[src/rtl/seg_desc_loader.sv]
module seg_desc_loader (
  input  logic        clk,
  input  logic        rst_n,
  input  logic        sel_valid,
  input  logic [15:0] sel_in,
  output logic        sel_ready,
  input  logic [31:0] gdt_base,
  input  logic [31:0] gdt_limit,
  input  logic [31:0] ldt_base,
  input  logic [31:0] ldt_limit,
  output logic        mem_req,
  output logic        mem_we,
  output logic [31:0] mem_addr,
  output logic [31:0] mem_wdata,
  input  logic [31:0] mem_rdata,
  input  logic        mem_ack,
  output logic [15:0] cache_sel,
  output logic [31:0] cache_base,
  output logic [31:0] cache_limit,
  output logic [7:0]  cache_ar,
  output logic [3:0]  cache_flags,
  output logic        cache_valid,
  output logic        done,
  output logic        fault
);

  typedef enum logic [2:0] {
    S_IDLE, S_CHECK, S_RD_LO, S_RD_HI, S_VALID, S_WR_AR, S_COMMIT
  } state_t;

  state_t      state;
  logic [15:0] sel_q;
  logic [31:0] lo_q, hi_q;

  logic [12:0] idx;
  logic        ti;
  logic [1:0]  rpl;
  logic [31:0] tbl_base, tbl_limit, desc_addr, span_end;
  logic [7:0]  ar;
  logic [19:0] raw_lim;
  logic        is_null, hit, xfer, deny;

  assign idx       = sel_q[15:3];
  assign ti        = sel_q[2];
  assign rpl       = sel_q[1:0];
  assign tbl_base  = ti ? ldt_base : gdt_base;
  assign tbl_limit = ti ? ldt_limit : gdt_limit;
  assign desc_addr = tbl_base + {16'b0, idx, 3'b000};
  assign span_end  = {16'b0, idx, 3'b111};
  assign is_null   = !ti && (idx == 13'd0);
  assign hit       = cache_valid && (sel_q == cache_sel);

  assign ar        = hi_q[15:8];
  assign raw_lim   = {hi_q[19:16], lo_q[15:0]};
  assign deny      = !ar[7] || (rpl > ar[6:5]);

  assign sel_ready = (state == S_IDLE);
  assign mem_req   = (state == S_RD_LO) || (state == S_RD_HI) || (state == S_WR_AR);
  assign mem_we    = (state == S_WR_AR);
  assign mem_addr  = (state == S_RD_LO) ? desc_addr : desc_addr + 32'd4;
  assign mem_wdata = hi_q | 32'h0000_0100;
  assign xfer      = mem_req && mem_ack;

  always_ff @(posedge clk or negedge rst_n) begin
    if (!rst_n) begin
      state       <= S_IDLE;
      sel_q       <= '0;
      lo_q        <= '0;
      hi_q        <= '0;
      cache_sel   <= '0;
      cache_base  <= '0;
      cache_limit <= '0;
      cache_ar    <= '0;
      cache_flags <= '0;
      cache_valid <= 1'b0;
      done        <= 1'b0;
      fault       <= 1'b0;
    end else begin
      done  <= 1'b0;
      fault <= 1'b0;
      case (state)
        S_IDLE:
          if (sel_valid) begin
            sel_q <= sel_in;
            state <= S_CHECK;
          end
        S_CHECK:
          if (hit) begin
            done  <= 1'b1;
            state <= S_IDLE;
          end else if (is_null || (span_end > tbl_limit)) begin
            done  <= 1'b1;
            fault <= 1'b1;
            state <= S_IDLE;
          end else begin
            state <= S_RD_LO;
          end
        S_RD_LO:
          if (xfer) begin
            lo_q  <= mem_rdata;
            state <= S_RD_HI;
          end
        S_RD_HI:
          if (xfer) begin
            hi_q  <= mem_rdata;
            state <= S_VALID;
          end
        S_VALID:
          if (deny) begin
            done  <= 1'b1;
            fault <= 1'b1;
            state <= S_IDLE;
          end else begin
            state <= ar[0] ? S_COMMIT : S_WR_AR;
          end
        S_WR_AR:
          if (xfer) state <= S_COMMIT;
        S_COMMIT: begin
          cache_sel   <= sel_q;
          cache_base  <= {hi_q[31:24], hi_q[7:0], lo_q[31:16]};
          cache_limit <= hi_q[23] ? {raw_lim, 12'hFFF} : {12'b0, raw_lim};
          cache_ar    <= ar | 8'h01;
          cache_flags <= hi_q[23:20];
          cache_valid <= 1'b1;
          done        <= 1'b1;
          state       <= S_IDLE;
        end
        default: state <= S_IDLE;
      endcase
    end
  end

  a_r10_done_single: assert property (@(posedge clk) disable iff (!rst_n)
    done |=> !done);

  a_r10_fault_with_done: assert property (@(posedge clk) disable iff (!rst_n)
    fault |-> done);

  a_r10_hold_request: assert property (@(posedge clk) disable iff (!rst_n)
    (mem_req && !mem_ack) |=> (mem_req && $stable(mem_addr) && $stable(mem_we)));

  a_r10_idle_no_request: assert property (@(posedge clk) disable iff (!rst_n)
    sel_ready |-> !mem_req);

  a_r6_fault_keeps_cache: assert property (@(posedge clk) disable iff (!rst_n)
    fault |-> ($stable(cache_base) && $stable(cache_limit) && $stable(cache_ar)
               && $stable(cache_sel) && $stable(cache_valid)));

  a_r8_write_sets_accessed: assert property (@(posedge clk) disable iff (!rst_n)
    (mem_req && mem_we) |-> mem_wdata[8]);

  a_r8_commit_accessed: assert property (@(posedge clk) disable iff (!rst_n)
    (done && !fault) |-> (cache_valid && cache_ar[0] && cache_ar[7]));

  a_r7_level_respected: assert property (@(posedge clk) disable iff (!rst_n)
    (done && !fault) |-> (cache_sel[1:0] <= cache_ar[6:5]));

endmodule

[config.mk]
export PLATFORM = sky130hd
export DESIGN_NAME = seg_desc_loader
export DESIGN_NICKNAME = d
export VERILOG_FILES = /design/src/rtl/seg_desc_loader.sv
export SDC_FILE = /design/constraint.sdc
export NUM_CORES = 1
export LEC_CHECK = 0
export BUFFER_PORTS_ARGS = -buffer_cell sky130_fd_sc_hd__buf_2
export CORE_ASPECT_RATIO = 0.7
export CORE_MARGIN = 2
export CORE_UTILIZATION = 50
export CTS_CLUSTER_SIZE = 12
export DETAILED_ROUTE_END_ITERATION = 8
export PLACE_DENSITY = 0.91
export SLEW_MARGIN = 10
export SYNTH_ARGS = -nofsm -noshare
export SYNTH_HDL_FRONTEND = slang
export SYNTH_SLANG_ARGS = --single-unit
[constraint.sdc]
create_clock -name clk -period 7.88 [get_ports clk]
set_clock_uncertainty 0.2 [all_clocks]
set_input_delay 1.576 -clock clk [delete_from_list [all_inputs] [get_ports clk]]
set_output_delay 1.576 -clock clk [all_outputs]
set_load 0.01 [all_outputs]
Word-level counts from Yosys, hierarchy flattened
Index checks and enable logic that the tools add are counted.

Flip-flop bits (word level): 178. Latch bits: 0. RAM bits: 0. ROM bits: 0. Output and inout bits: 162. Word-level logic and storage cells: 61. Memories: 0.

$add $sub $neg: 2. Multipliers: 0. Div/mod/pow operators: 0. $lt $le $gt $ge: 2. Equality and inequality tests: 11. Shift-type cells: 0. Mux-type cells: 19. Bitwise operators: 0. Reductions and logical operators: 15.

Operators with widths (number): $mux W32 (4); $add A32 B16 Y32 (1); $add A32 B3 Y32 const B (1); $gt A16 B32 Y1 (1); $pmux W3 S6 (1); $eq A16 B16 Y1 (1); $mux W3 (5); $logic_not A13 Y1 (1); $eq A3 B3 Y1 const B (3); $eq A3 B2 Y1 const B (2); $mux W2 (3); $ne A2 B2 Y1 const B (3); $reduce_and A2 Y1 (3); $logic_or A1 B1 Y1 (4); $mux W1 (4); $reduce_and A4 Y1 (1); $eq A3 B1 Y1 const B (1); $logic_and A1 B1 Y1 (3); $logic_not A3 Y1 (1); $pmux W1 S3 (1); $gt A2 B2 Y1 (1); $logic_not A1 Y1 (2); $ne A2 B1 Y1 const B (1); $pmux W1 S2 (1).

Depth between registers and ports, before layout
Gate-level depths: netlist of the first run.

Word-level depth: 6. Mapped depth: 18. Gate-level depth less buffers: 13.

Least setup slack after synthesis of the first run
Ideal clock, no wire load.

Path kind: register -> output. Start point: register sel_q[2]. End point: output mem_addr[23]. Arrival time: 4.556 ns. Data required time: 6.104 ns. Setup slack: 1.548 ns. Cell stages (with the launch flop): 19. Path buffers: 5. Path through: dfrtp_1 -> buf_2 -> buf_2 -> buf_2 -> buf_2 -> buf_1 -> mux2_2 -> ha_1 -> inv_1 -> fa_1 -> nor2b_4 -> o211a_1 -> o21a_4 -> or4_1 -> o311ai_1 -> nand2_2 -> or4_4 -> nor2_1 -> xor2_1.

Longest elaborated chain between the ends: 4.

RTL lines: from (decl) (line 32) `logic [15:0] sel_q;`; from (signal assigned) (line 84) `sel_q <= sel_in;`; $mux W32 (*) (line 46) `assign tbl_base = ti ? ldt_base : gdt_base;`; $add A32 B16 Y32 (*) (line 48) `assign desc_addr = tbl_base + {16'b0, idx, 3'b000};`; $add A32 B3 Y32 (line 60) `assign mem_addr = (state == S_RD_LO) ? desc_addr : desc_addr + 32'd4;`; $mux W32 (*) (line 60); to (decl) (line 13) `output logic [31:0] mem_addr,`.

Every way passes the cells marked *; elsewhere a longest branch is shown, timed or not.

Worst setup path in the final report of the first run
Start point: input gdt_base[9]. End point: output mem_addr[28].

Longest elaborated chain between the ends: 4.

RTL lines: from (decl) (line 7) `input logic [31:0] gdt_base,`; $mux W32 (*) (line 46); $add A32 B16 Y32 (*) (line 48); $add A32 B3 Y32 (line 60); $mux W32 (*) (line 60).

Marks and branches as above.

==> flow_summary.rst, run 1 <==
.. list-table::
   :header-rows: 1

   * - Metric
     - Value
   * - VDD IR max
     - 0.232 mV
   * - Largest stage delay on the critical path
     - 0.53 ns
   * - Starting utilization of the core area
     - 50.9%
   * - Flop pwr share
     - 31.4%
   * - Area of the die
     - 0.0213 sq mm
   * - Area of the core
     - 0.0197 sq mm
   * - Highest fanout seen on the critical path
     - 6
   * - Count of distinct cell types in the synthesized netlist
     - 72
   * - Critical Path Slowest Stage Cell
     - sky130_fd_sc_hd__nor3_1
   * - Fmax
     - 146 MHz
   * - Cells along the critical path
     - buf_2 -> mux2_2 -> ha_1 -> a21oi_1 -> o211ai_1 -> and2_1 -> nor2_1 -> xnor2_1 -> nand4_1 -> nor3_1 -> nand4_1 -> xor2_1 -> buf_2
   * - Gr usage total
     - 26.4%
   * - Reg-to-reg setup timing slack
     - 4.18 ns
   * - Clock group share of total power
     - 15.6%
   * - Internal Pwr Total
     - 3.15 mW
   * - Number of global-route vias before repair
     - 8164
   * - Final Non-Filler Cells
     - 1500
   * - MaxCap Viol Count
     - 0
   * - Synthesis-stage register bit count
     - 177
   * - Clock Root Buffer
     - sky130_fd_sc_hd__clkbuf_16
   * - Slew at the pin closest to its max-slew limit
     - 1.13 ns
   * - Placed cell count
     - 1466
   * - Fraction of the cycle the final worst path needs
     - 86.9%
   * - Via density
     - 5.51
   * - Cell type group with the largest total delay on the critical path
     - simple AND/OR/NAND/NOR gates
   * - Routed WL per cell
     - 19.1 um
   * - Design Area, Final
     - 0.0124 sq mm
   * - Slew Viols, Final
     - 0
   * - Combinational power share
     - 53.0%
   * - Slew HR
     - 24.9%
   * - Width of the die
     - 173 um
   * - Via count
     - 8260
   * - DRT iter0 DRCs
     - 607
   * - Final ANT Viol Nets
     - 0
   * - Detailed-routing iteration count for the pre-antenna-repair pass
     - 5
   * - Top cell type's share of synthesized area
     - 44.1%
   * - Mean instance size in the synthesized netlist
     - 10.9 sq um
   * - Async set-or-reset flop fraction in the synthesized netlist
     - 100%
   * - Port bufs
     - 340
   * - Share of layout cells above drive strength 1
     - 44.9%
   * - Worst slack at placement
     - 1.16 ns
   * - Final Setup Violations
     - 0
   * - Post-CTS Repair Setup Buffers
     - 0
   * - Clock input transition at the sequential cells of the worst setup and hold paths
     - 0.08 ns
   * - Detailed placer's ending HPWL
     - 22000 um
   * - Run status
     - completed
   * - Final core occ
     - 62.8%
   * - Grt total ovfl
     - 0
   * - Worst setup path class
     - primary input to output pin
   * - Setup ws final
     - 1.03 ns
   * - Clock period minus worst slack
     - 6.85 ns
   * - Post-synth EDFFs
     - 0
   * - Pin count of the biggest net entering global routing
     - 111
   * - Pwr/cell area
     - 455 mW/mm^2
   * - DRT Wirelength
     - 28600 um
   * - Number of cell rows
     - 43
   * - Sequential share of the synthesized area
     - 44.1%
   * - Number of sinks handled by clock tree synthesis
     - 177
   * - Worst hold slack
     - 0.281 ns
   * - Accumulated negative setup slack
     - 0 ns
   * - H-tree lvl count
     - 4
   * - First-pass GRT wire length
     - 43700 um
   * - Crit path capture type
     - output pin
   * - Clock tree from TritonCTS
     - built
   * - Commonest non-fill, non-tap cell in the layout
     - sky130_fd_sc_hd__buf_2
   * - Number of clock buffers inserted by TritonCTS
     - 17
   * - Syn Inst Count
     - 922
   * - Count of cells resized by post-cts repair
     - 0
   * - Static power due to leakage
     - 5.91 nW
   * - Number of antenna violations at the first check in global routing
     - 2
   * - Critical path data arrival time
     - 5.07 ns
   * - Maximum root-to-sink buffer count
     - 2
   * - WP data required
     - 6.10 ns
   * - Overall die height
     - 123 um
   * - Hold-fix buffers, CTS
     - 0
   * - Synth area leader
     - sky130_fd_sc_hd__dfrtp_1
   * - Most instantiated flip-flop cell in the synthesis netlist
     - sky130_fd_sc_hd__dfrtp_1
   * - Commonest non-fill, non-tap cells in the layout
     - 339 x sky130_fd_sc_hd__buf_2, 176 x sky130_fd_sc_hd__dfrtp_1, 151 x sky130_fd_sc_hd__mux2_2
   * - Synthesized cell area
     - 0.0101 sq mm
   * - IO Pins
     - 342
   * - Skew-Pair Late Insertion Delay
     - 0.43 ns
   * - Power after layout
     - 5.64 mW
   * - Area growth syn-to-layout
     - 23.3%
   * - NumNets Final
     - 1425
   * - Count of warnings emitted by yosys
     - 0
   * - Final hold viol count
     - 0
   * - Critical Path Source
     - gdt_base[9]
   * - Total nets after synthesis
     - 1132
   * - Net switching power figure
     - 2.49 mW
   * - Hold path startpoint
     - cache_limit[10]
   * - Top cells by area in the synthesized netlist
     - sky130_fd_sc_hd__dfrtp_1 44%, sky130_fd_sc_hd__mux2_2 17%, sky130_fd_sc_hd__xnor2_1 3.8%
   * - Classification of the worst-slack hold path
     - register to register
   * - Critical Path Source Type
     - primary input
   * - FF-to-FF Start
     - sel_q[2]
   * - Setup repair after global routing missed its margin
     - false
   * - Switching power share of the total
     - 44.1%
   * - Buf/Inv on CP
     - 2
   * - Placed cell area
     - 0.0118 sq mm
   * - Gp weighted congestion
     - 0.944
   * - Number of DRC violations after detailed routing
     - 0
worst paths after layout:
check                           cells past startpoint               to
worst max-delay path                               13     mem_addr[28]
min in group asynchronous                           1  cache_limit[28]
max in group asynchronous                           2         sel_q[2]
worst min-delay path                                2  cache_limit[10]
worst min register to register                      2  cache_limit[10]
worst max register to register                     11            fault
synth_stat cells, drive strengths merged (13+ instances only):
cell type	number
a21oi	20
nand4	15
ha	29
xor2	23
o21ai	54
nand3	22
buf	46
clkbuf	27
xnor2	45
nor2	35
nor3	13
mux2i	33
mux2	151
dfrtp	177
nor4	16
nand2	86
routing by layer:
layer	wire length [um]	vias to the layer above	share of wire (%)	GRT usage (%)
met4	573	0	2.0	8.21
li1	-	3875	-	-
met2	13500	299	47	43.4
met5	0	-	0	0
met1	12700	4050	45	35.6
met3	1760	36	6.1	5.51
flip-flops by register name, indices dropped and copies added (netlist names):
register	cells
cache_ar	8
cache_base	32
cache_flags	4
cache_limit	32
cache_sel	16
done	1
fault	1
hi_q	32
lo_q	32
sel_q	16
state	3
final cells by class:
class,instances,area [sq um]
inverter,9,33.8
multi-input combinational,663,5190
sequential,177,4430
clock inverter,15,209
timing repair buffer,347,1760
tap,270,338
fill,1588,7350
antenna,2,5.00
clock buffer,17,425
kinds of logic (layout without fill, tap and decap cells):
family | count (synthesis) | in the layout | share of synthesized area, %
buffers and inverters | 82 | 388 | 4.45
AOI/OAI and AO/OA | 133 | 133 | 8.64
DFF | 177 | 177 | 44.1
other | 1 | 3 | 0.0373
xor gates and xnor gates | 68 | 68 | 6.00
muxes | 184 | 184 | 20.2
and+or+nand+nor | 247 | 247 | 12.8
adders and majority gates | 30 | 30 | 3.81
power by group through the flow:
stage | Sequential [mW] | Clock [mW] | Combinational (mW)
finish | 1.77 | 0.883 | 2.99
global route | 1.83 | 0.939 | 3.24
CTS | 1.76 | 0.898 | 2.98
detailed placement | 1.77 | 0 | 2.96
floorplan | 1.72 | 0 | 2.06
global placement | 1.74 | 0 | 2.87
worst min-delay path, stage by stage, from the launching register on:
cell	delay (ns)
sky130_fd_sc_hd__dfrtp_1	0.35
sky130_fd_sc_hd__nand2_1	0.04
sky130_fd_sc_hd__o21ai_0	0.06
Power figures use the tool's default switching activity.
==> run 2: changes to the inputs <==
Settings changed: CELL_PAD_IN_SITES_DETAIL_PLACEMENT set to 0, CELL_PAD_IN_SITES_GLOBAL_PLACEMENT set to 1, CORE_UTILIZATION 50 to 39, PLACE_DENSITY 0.91 to 0.92, RECOVER_POWER set to 100.
==> run 2 against run 1 <==
Net effect: critical endpoint is now mem_addr[22]; the run now ends with capacitance limit, slew limit left; die area increased by 27%; critical path depth decreased by 1; first-iteration DRC count decreased by 46%.
==> flow_summary.rst, run 2 (synthesized netlist as in run 1, its figures left out) <==
.. list-table::
   :header-rows: 1

   * - Metric
     - Value
   * - Gp weighted congestion
     - 0.881 (-6.7%)
   * - NumNets Final
     - 1424 (-0.070%)
   * - Hold-fix buffers, CTS
     - 0 (unchanged)
   * - Count of fill cells added during filler insertion
     - 2413 (+52%)
   * - Clock tree from TritonCTS
     - built
   * - Routed WL per cell
     - 18.4 um (-3.3%)
   * - Count of cells resized by post-cts repair
     - 0 (unchanged)
   * - Combinational power share
     - 52.0% (-1.0 points)
   * - Violations in the final reports
     - capacitance limit, slew limit
   * - WP data required
     - 6.10 ns (about the same)
   * - Detailed placer's ending HPWL
     - 22100 um (+0.29%)
   * - Via count
     - 8135 (-1.5%)
   * - Number of DRC violations after detailed routing
     - 0 (unchanged)
   * - Fmax
     - 144 MHz (-1.5%)
   * - Critical path data arrival time
     - 5.17 ns (+0.10 ns)
   * - Via density
     - 5.22 (-5.2%)
   * - Commonest non-fill, non-tap cell in the layout
     - sky130_fd_sc_hd__buf_2
   * - Run status
     - finished with violations
   * - DRT iter0 DRCs
     - 330 (-46%)
   * - Placed cell count
     - 1526 (+4.1%)
   * - Final Non-Filler Cells
     - 1559 (+3.9%)
   * - Setup repair after global routing missed its margin
     - false
   * - Fraction of the cycle the final worst path needs
     - 88.2% (+1.3 points)
   * - First-pass GRT wire length
     - 45200 um (+3.5%)
   * - Slew Viols, Final
     - 316 (+316)
   * - Switching power share of the total
     - 43.4% (-0.74 points)
   * - DRT Wirelength
     - 28700 um (+0.53%)
   * - Final hold viol count
     - 0 (unchanged)
   * - Number of clock buffers inserted by TritonCTS
     - 17 (unchanged)
   * - Net switching power figure
     - 2.37 mW (-4.8%)
   * - Flop pwr share
     - 32.0% (+0.6 points)
   * - MaxCap Viol Count
     - 6 (+6)
   * - Number of antenna violations at the first check in global routing
     - 2 (unchanged)
   * - Reg-to-reg setup timing slack
     - 2.10 ns (-2.08 ns)
   * - Worst setup path class
     - register to output pin
   * - Number of cell rows
     - 49 (+14%)
   * - Internal Pwr Total
     - 3.09 mW (-1.9%)
   * - Design Area, Final
     - 0.0122 sq mm (-1.8%)
   * - Accumulated negative setup slack
     - 0 ns (unchanged)
   * - IO Pins
     - 342 (unchanged)
   * - Clock period minus worst slack
     - 6.95 ns (+0.105 ns)
   * - Placed cell area
     - 0.0118 sq mm (+0.59%)
   * - VDD IR max
     - 0.284 mV (+22%)
   * - Maximum root-to-sink buffer count
     - 2 (unchanged)
   * - Clock input transition at the sequential cells of the worst setup and hold paths
     - 0.07 ns (about the same)
   * - Port bufs
     - 340 (unchanged)
   * - Commonest non-fill, non-tap cells in the layout
     - 186 x sky130_fd_sc_hd__buf_2, 177 x sky130_fd_sc_hd__dfrtp_1, 158 x sky130_fd_sc_hd__clkbuf_1
   * - Post-CTS Repair Setup Buffers
     - 0 (unchanged)
   * - Starting utilization of the core area
     - 39.4% (-11 points)
   * - Classification of the worst-slack hold path
     - register to register
   * - Detailed-routing iteration count for the pre-antenna-repair pass
     - 4 (-1)
   * - Pin count of the biggest net entering global routing
     - 98 (-12%)
   * - Final ANT Viol Nets
     - 0 (unchanged)
   * - Area of the die
     - 0.0271 sq mm (+27%)
   * - Static power due to leakage
     - 5.38 nW (-8.9%)
   * - Slew at the pin closest to its max-slew limit
     - 4.31 ns (+3.19 ns)
   * - Gr usage total
     - 21.3% (-5.1 points)
   * - Grt total ovfl
     - 0 (unchanged)
   * - Clock group share of total power
     - 16.0% (+0.4 points)
   * - Area of the core
     - 0.0255 sq mm (+29%)
   * - Highest fanout seen on the critical path
     - 26 (+20)
   * - Final Setup Violations
     - 0 (unchanged)
   * - Pwr/cell area
     - 449 mW/mm^2 (-1.4%)
   * - Overall die height
     - 138 um (+13%)
   * - Share of layout cells above drive strength 1
     - 31.0% (-14 points)
   * - Width of the die
     - 196 um (+13%)
   * - Crit path capture type
     - output pin
   * - Worst hold slack
     - 0.282 ns (+0.00115 ns)
   * - Slew HR
     - -187% (-210 points)
   * - Clock Root Buffer
     - sky130_fd_sc_hd__clkbuf_16
   * - Skew-Pair Late Insertion Delay
     - 0.42 ns (about the same)
   * - Number of global-route vias before repair
     - 8268 (+1.3%)
   * - Critical Path Source Type
     - register
   * - Number of sinks handled by clock tree synthesis
     - 177 (unchanged)
   * - Area growth syn-to-layout
     - 21.1%
   * - H-tree lvl count
     - 4 (unchanged)
## run 2: power by group through the flow
stage                     clock network (mW)  logic (mW)  registers (mW)
final                                  0.875        2.84            1.75
after global routing                   0.937        3.12            1.82
after CTS                              0.897        2.96            1.74
after detailed placement                   0        2.95            1.75
after global placement                     0        2.89            1.73
after floorplan                            0        2.06            1.72
## run 2: through the flow
step / setup WS (ns) / util, % / power, mW
2_1_floorplan: 1.55 / - / 3.77
3_3_place_gp: 1.19 / 46.4 / 4.62
3_5_place_dp: 1.13 / 46.4 / 4.70
4_1_cts: 1.11 / 48.7 / 5.60
5_1_grt: 0.541 / 47.7 / 5.87
6_report: 0.930 / 47.7 / 5.46
## run 2: worst max-delay path, cell delays in order (launching register included)
cell and delay [ns]:
sky130_fd_sc_hd__dfrtp_1 1.07, sky130_fd_sc_hd__mux2_2 0.43, sky130_fd_sc_hd__ha_1 0.38, sky130_fd_sc_hd__o211ai_1 0.15
sky130_fd_sc_hd__o21ai_0 0.47, sky130_fd_sc_hd__a21boi_0 0.21, sky130_fd_sc_hd__xnor2_1 0.35, sky130_fd_sc_hd__and2_0 0.22
sky130_fd_sc_hd__nand4_1 0.24, sky130_fd_sc_hd__nor4_1 0.69, sky130_fd_sc_hd__nand4_1 0.19, sky130_fd_sc_hd__xnor2_1 0.16
sky130_fd_sc_hd__clkbuf_1 0.17
## run 2: layer usage
layer	GRT usage, %	vias to the layer above	routed length [um]
li1	-	3879	-
met1	29.1	3964	13400
met2	33.5	251	12900
met3	4.59	41	1730
met4	7.66	0	757
met5	0	-	0
## run 2: area by class of cell
cell class,instances,area [sq um],share of cell area (%)
flip-flops and latches,177,4430,36.4
well taps,331,414,3.40
clock buffers,19,453,3.72
multi-input cells,663,5150,42.3
diodes,2,5.00,0.0411
inverters,9,33.8,0.277
clock inverters,12,145,1.19
repair buffers,346,1540,12.7
## run 2: worst paths after layout
check,depth (start not counted),start,endpoint
worst max-delay path,12,sel_q[2],mem_addr[22]
worst min-delay path,2,cache_limit[7],cache_limit[7]
worst max register to register,4,state[0],cache_limit[15]
worst min register to register,2,cache_limit[7],cache_limit[7]
max in group asynchronous,2,rst_n,cache_base[11]
min in group asynchronous,1,rst_n,hi_q[5]
==> run 3: changes to the inputs <==
Settings changed: MAX_ROUTING_LAYER set to met4.
==> run 3 against run 2 <==
Net effect: the run still ends with capacitance limit, slew limit left; clock power is 0.9% higher; non-clock buffer count did not move; first-iteration DRC count rose by 35%; critical path depth increased by 1; sequential share of layout area about the same; combinational power barely moved; routed wire length fell by 0.29%; die area did not move.
==> flow_summary.rst, run 3 (synthesized netlist as in run 1, its figures left out) <==
.. list-table::
   :header-rows: 1

   * - Metric
     - Value
   * - Run status
     - finished with violations
   * - Violations in the final reports
     - capacitance limit, slew limit
   * - Critical Path Source Type
     - primary input
   * - Via density
     - 5.26 (+0.74%)
   * - Starting utilization of the core area
     - 39.4% (unchanged)
   * - Final ANT Viol Nets
     - 0 (unchanged)
   * - Slew HR
     - -186% (+1.4 points)
   * - Classification of the worst-slack hold path
     - register to register
   * - Area of the die
     - 0.0271 sq mm (unchanged)
   * - Gr usage total
     - 22.0% (+0.71 points)
   * - IO Pins
     - 342 (unchanged)
   * - First-pass GRT wire length
     - 44900 um (-0.64%)
   * - Clock tree from TritonCTS
     - built
   * - Overall die height
     - 138 um (unchanged)
   * - Critical Path Source
     - ldt_base[7]
   * - Port bufs
     - 340 (unchanged)
   * - Detailed-routing iteration count for the pre-antenna-repair pass
     - 5 (+1)
   * - Hold path startpoint
     - cache_limit[30]
   * - Number of antenna violations at the first check in global routing
     - 0 (-2)
   * - Area of the core
     - 0.0255 sq mm (unchanged)
   * - Clock Root Buffer
     - sky130_fd_sc_hd__clkbuf_16
   * - Maximum root-to-sink buffer count
     - 2 (unchanged)
   * - Fraction of the cycle the final worst path needs
     - 89.6% (+1.4 points)
   * - Crit path capture type
     - output pin
   * - Gp weighted congestion
     - 0.881 (about the same)
   * - Worst setup path class
     - primary input to output pin
   * - Width of the die
     - 196 um (unchanged)
   * - FF-to-FF Start
     - state[0]
   * - Grt total ovfl
     - 0 (unchanged)
   * - FF-to-FF End
     - cache_limit[31]
   * - Reg-to-reg setup timing slack
     - 2.05 ns (-0.05 ns)
   * - Hold Crit Endpoint
     - cache_limit[30]
   * - Count of cells resized by post-cts repair
     - 0 (unchanged)
   * - Accumulated negative setup slack
     - 0 ns (unchanged)
   * - Commonest non-fill, non-tap cells in the layout
     - 189 x sky130_fd_sc_hd__buf_2, 177 x sky130_fd_sc_hd__dfrtp_1, 156 x sky130_fd_sc_hd__clkbuf_1
   * - Routed WL per cell
     - 18.4 um (-0.16%)
   * - MaxCap Viol Count
     - 6 (unchanged)
   * - Critical path data arrival time
     - 5.29 ns (+0.12 ns)
   * - Number of sinks handled by clock tree synthesis
     - 177 (unchanged)
   * - H-tree lvl count
     - 4 (unchanged)
   * - DRT Wirelength
     - 28700 um (-0.29%)
   * - Setup repair after global routing missed its margin
     - false
   * - WP data required
     - 6.10 ns (about the same)
   * - Pwr/cell area
     - 449 mW/mm^2 (about the same)
   * - Number of inserted diodes
     - 0 (-2)
   * - Area taken by flip-flops and latches
     - 0.00443 sq mm (unchanged)
   * - Worst slack at placement
     - 1.20 ns (+0.0708 ns)
   * - Setup ws final
     - 0.817 ns (-0.113 ns)
   * - Final core occ
     - 47.7% (about the same)
   * - Depth of the most critical reg-to-reg path
     - 4 (unchanged)
   * - DRT iter0 DRCs
     - 444 (+35%)
   * - Final hold viol count
     - 0 (unchanged)
   * - Clock input transition at the sequential cells of the worst setup and hold paths
     - 0.07 ns (about the same)
   * - NumNets Final
     - 1424 (unchanged)
   * - Slew at the pin closest to its max-slew limit
     - 4.29 ns (-0.0214 ns)
   * - Hold-fix buffers, CTS
     - 0 (unchanged)
   * - Cell depth of the worst hold path
     - 2 (unchanged)
   * - Count of fill cells added during filler insertion
     - 2456 (+1.8%)
   * - Post-CTS Repair Setup Buffers
     - 0 (unchanged)
   * - Via count
     - 8185 (+0.61%)
   * - Clock period minus worst slack
     - 7.06 ns (+0.113 ns)
   * - Commonest non-fill, non-tap cell in the layout
     - sky130_fd_sc_hd__buf_2
   * - Detailed placer's ending HPWL
     - 22100 um (+0.16%)
   * - Number of global-route vias before repair
     - 8192 (-0.92%)
   * - Slew Viols, Final
     - 316 (unchanged)
   * - Share of layout cells above drive strength 1
     - 30.8% (-0.16 points)
   * - Fmax
     - 142 MHz (-1.6%)
   * - Multi-input gate area in the final layout
     - 0.00515 sq mm (-0.12%)
   * - Final Setup Violations
     - 0 (unchanged)
   * - Highest fanout seen on the critical path
     - 6 (-77%)
   * - Number of cell rows
     - 49 (unchanged)
   * - Area growth syn-to-layout
     - 21.1% (about the same)
   * - Skew-Pair Late Insertion Delay
     - 0.43 ns (about the same)
   * - Pin count of the biggest net entering global routing
     - 98 (unchanged)
   * - Static power due to leakage
     - 5.39 nW (+0.21%)
   * - Number of DRC violations after detailed routing
     - 0 (unchanged)
   * - Number of clock buffers inserted by TritonCTS
     - 17 (unchanged)
   * - VDD IR max
     - 0.242 mV (-15%)
-- run 3: cell count changes in the layout (fill, tap and decap cells not counted), moves of 2 or more --
cell | before | now
sky130_fd_sc_hd__buf_2 | 186 | 189
sky130_fd_sc_hd__mux2_1 | 2 | 5
sky130_fd_sc_hd__mux2_2 | 149 | 146
sky130_fd_sc_hd__clkbuf_1 | 158 | 156
sky130_fd_sc_hd__clkbuf_8 | 2 | 0
sky130_fd_sc_hd__diode_2 | 2 | 0
sky130_fd_sc_hd__inv_6 | 5 | 3
-- run 3: worst max-delay path by stage --
| stage | end | slack, ns | depth (start not counted) |
|---|---|---|---|
| floorplan | mem_addr[23] | 1.55 | 18 |
| global placement | mem_addr[28] | 1.18 | 13 |
| detailed placement | mem_addr[25] | 1.20 | 14 |
| CTS | mem_addr[27] | 1.19 | 13 |
| global route | mem_addr[27] | 0.40 | 12 |
| finish | mem_addr[22] | 0.82 | 13 |
-- run 3: final cells by class --
| cell class | instances | area share (%) |
|---|---|---|
| clock inverters | 13 | 1.43 |
| clock buffers | 18 | 3.53 |
| well taps | 331 | 3.40 |
| inverters | 9 | 0.277 |
| flip-flops and latches | 177 | 36.4 |
| repair buffers | 346 | 12.7 |
| multi-input cells | 663 | 42.3 |
-- run 3: power by group --
| group | total, mW | internal, mW | switching (mW) |
|---|---|---|---|
| sequential | 1.75 | 1.35 | 0.403 |
| combinational | 2.83 | 1.25 | 1.58 |
| clock | 0.883 | 0.506 | 0.377 |
| total | 5.46 | 3.11 | 2.36 |
-- run 3: critical path, cell delays in order --
cell	delay (ns)
sky130_fd_sc_hd__buf_2	0.09
sky130_fd_sc_hd__mux2_1	0.31
sky130_fd_sc_hd__ha_1	0.39
sky130_fd_sc_hd__o211ai_1	0.15
sky130_fd_sc_hd__o21ai_0	0.48
sky130_fd_sc_hd__a21boi_1	0.16
sky130_fd_sc_hd__xnor2_1	0.35
sky130_fd_sc_hd__and2_0	0.22
sky130_fd_sc_hd__nand4_1	0.22
sky130_fd_sc_hd__nor4_1	0.75
sky130_fd_sc_hd__nand4_1	0.20
sky130_fd_sc_hd__xnor2_1	0.20
sky130_fd_sc_hd__clkbuf_1	0.18
-- run 3: layer usage --
metal  global-route usage (%)  routed length (um)
met1                     28.7               12900
met2                     34.4               13100
met3                     5.54                2070
met5                        -                   0
met4                     5.62                 501
-- run 3: metrics by stage --
step	std cells	power, mW	hold slack [ns]	area [sq um]
finish	1557	5.46	0.279	12200
global route	1557	5.88	0.311	12200
CTS	1557	5.60	0.281	12400
detailed placement	1526	4.70	0.265	11800
global placement	1526	4.62	0.255	11800
floorplan	922	3.77	0.277	10100
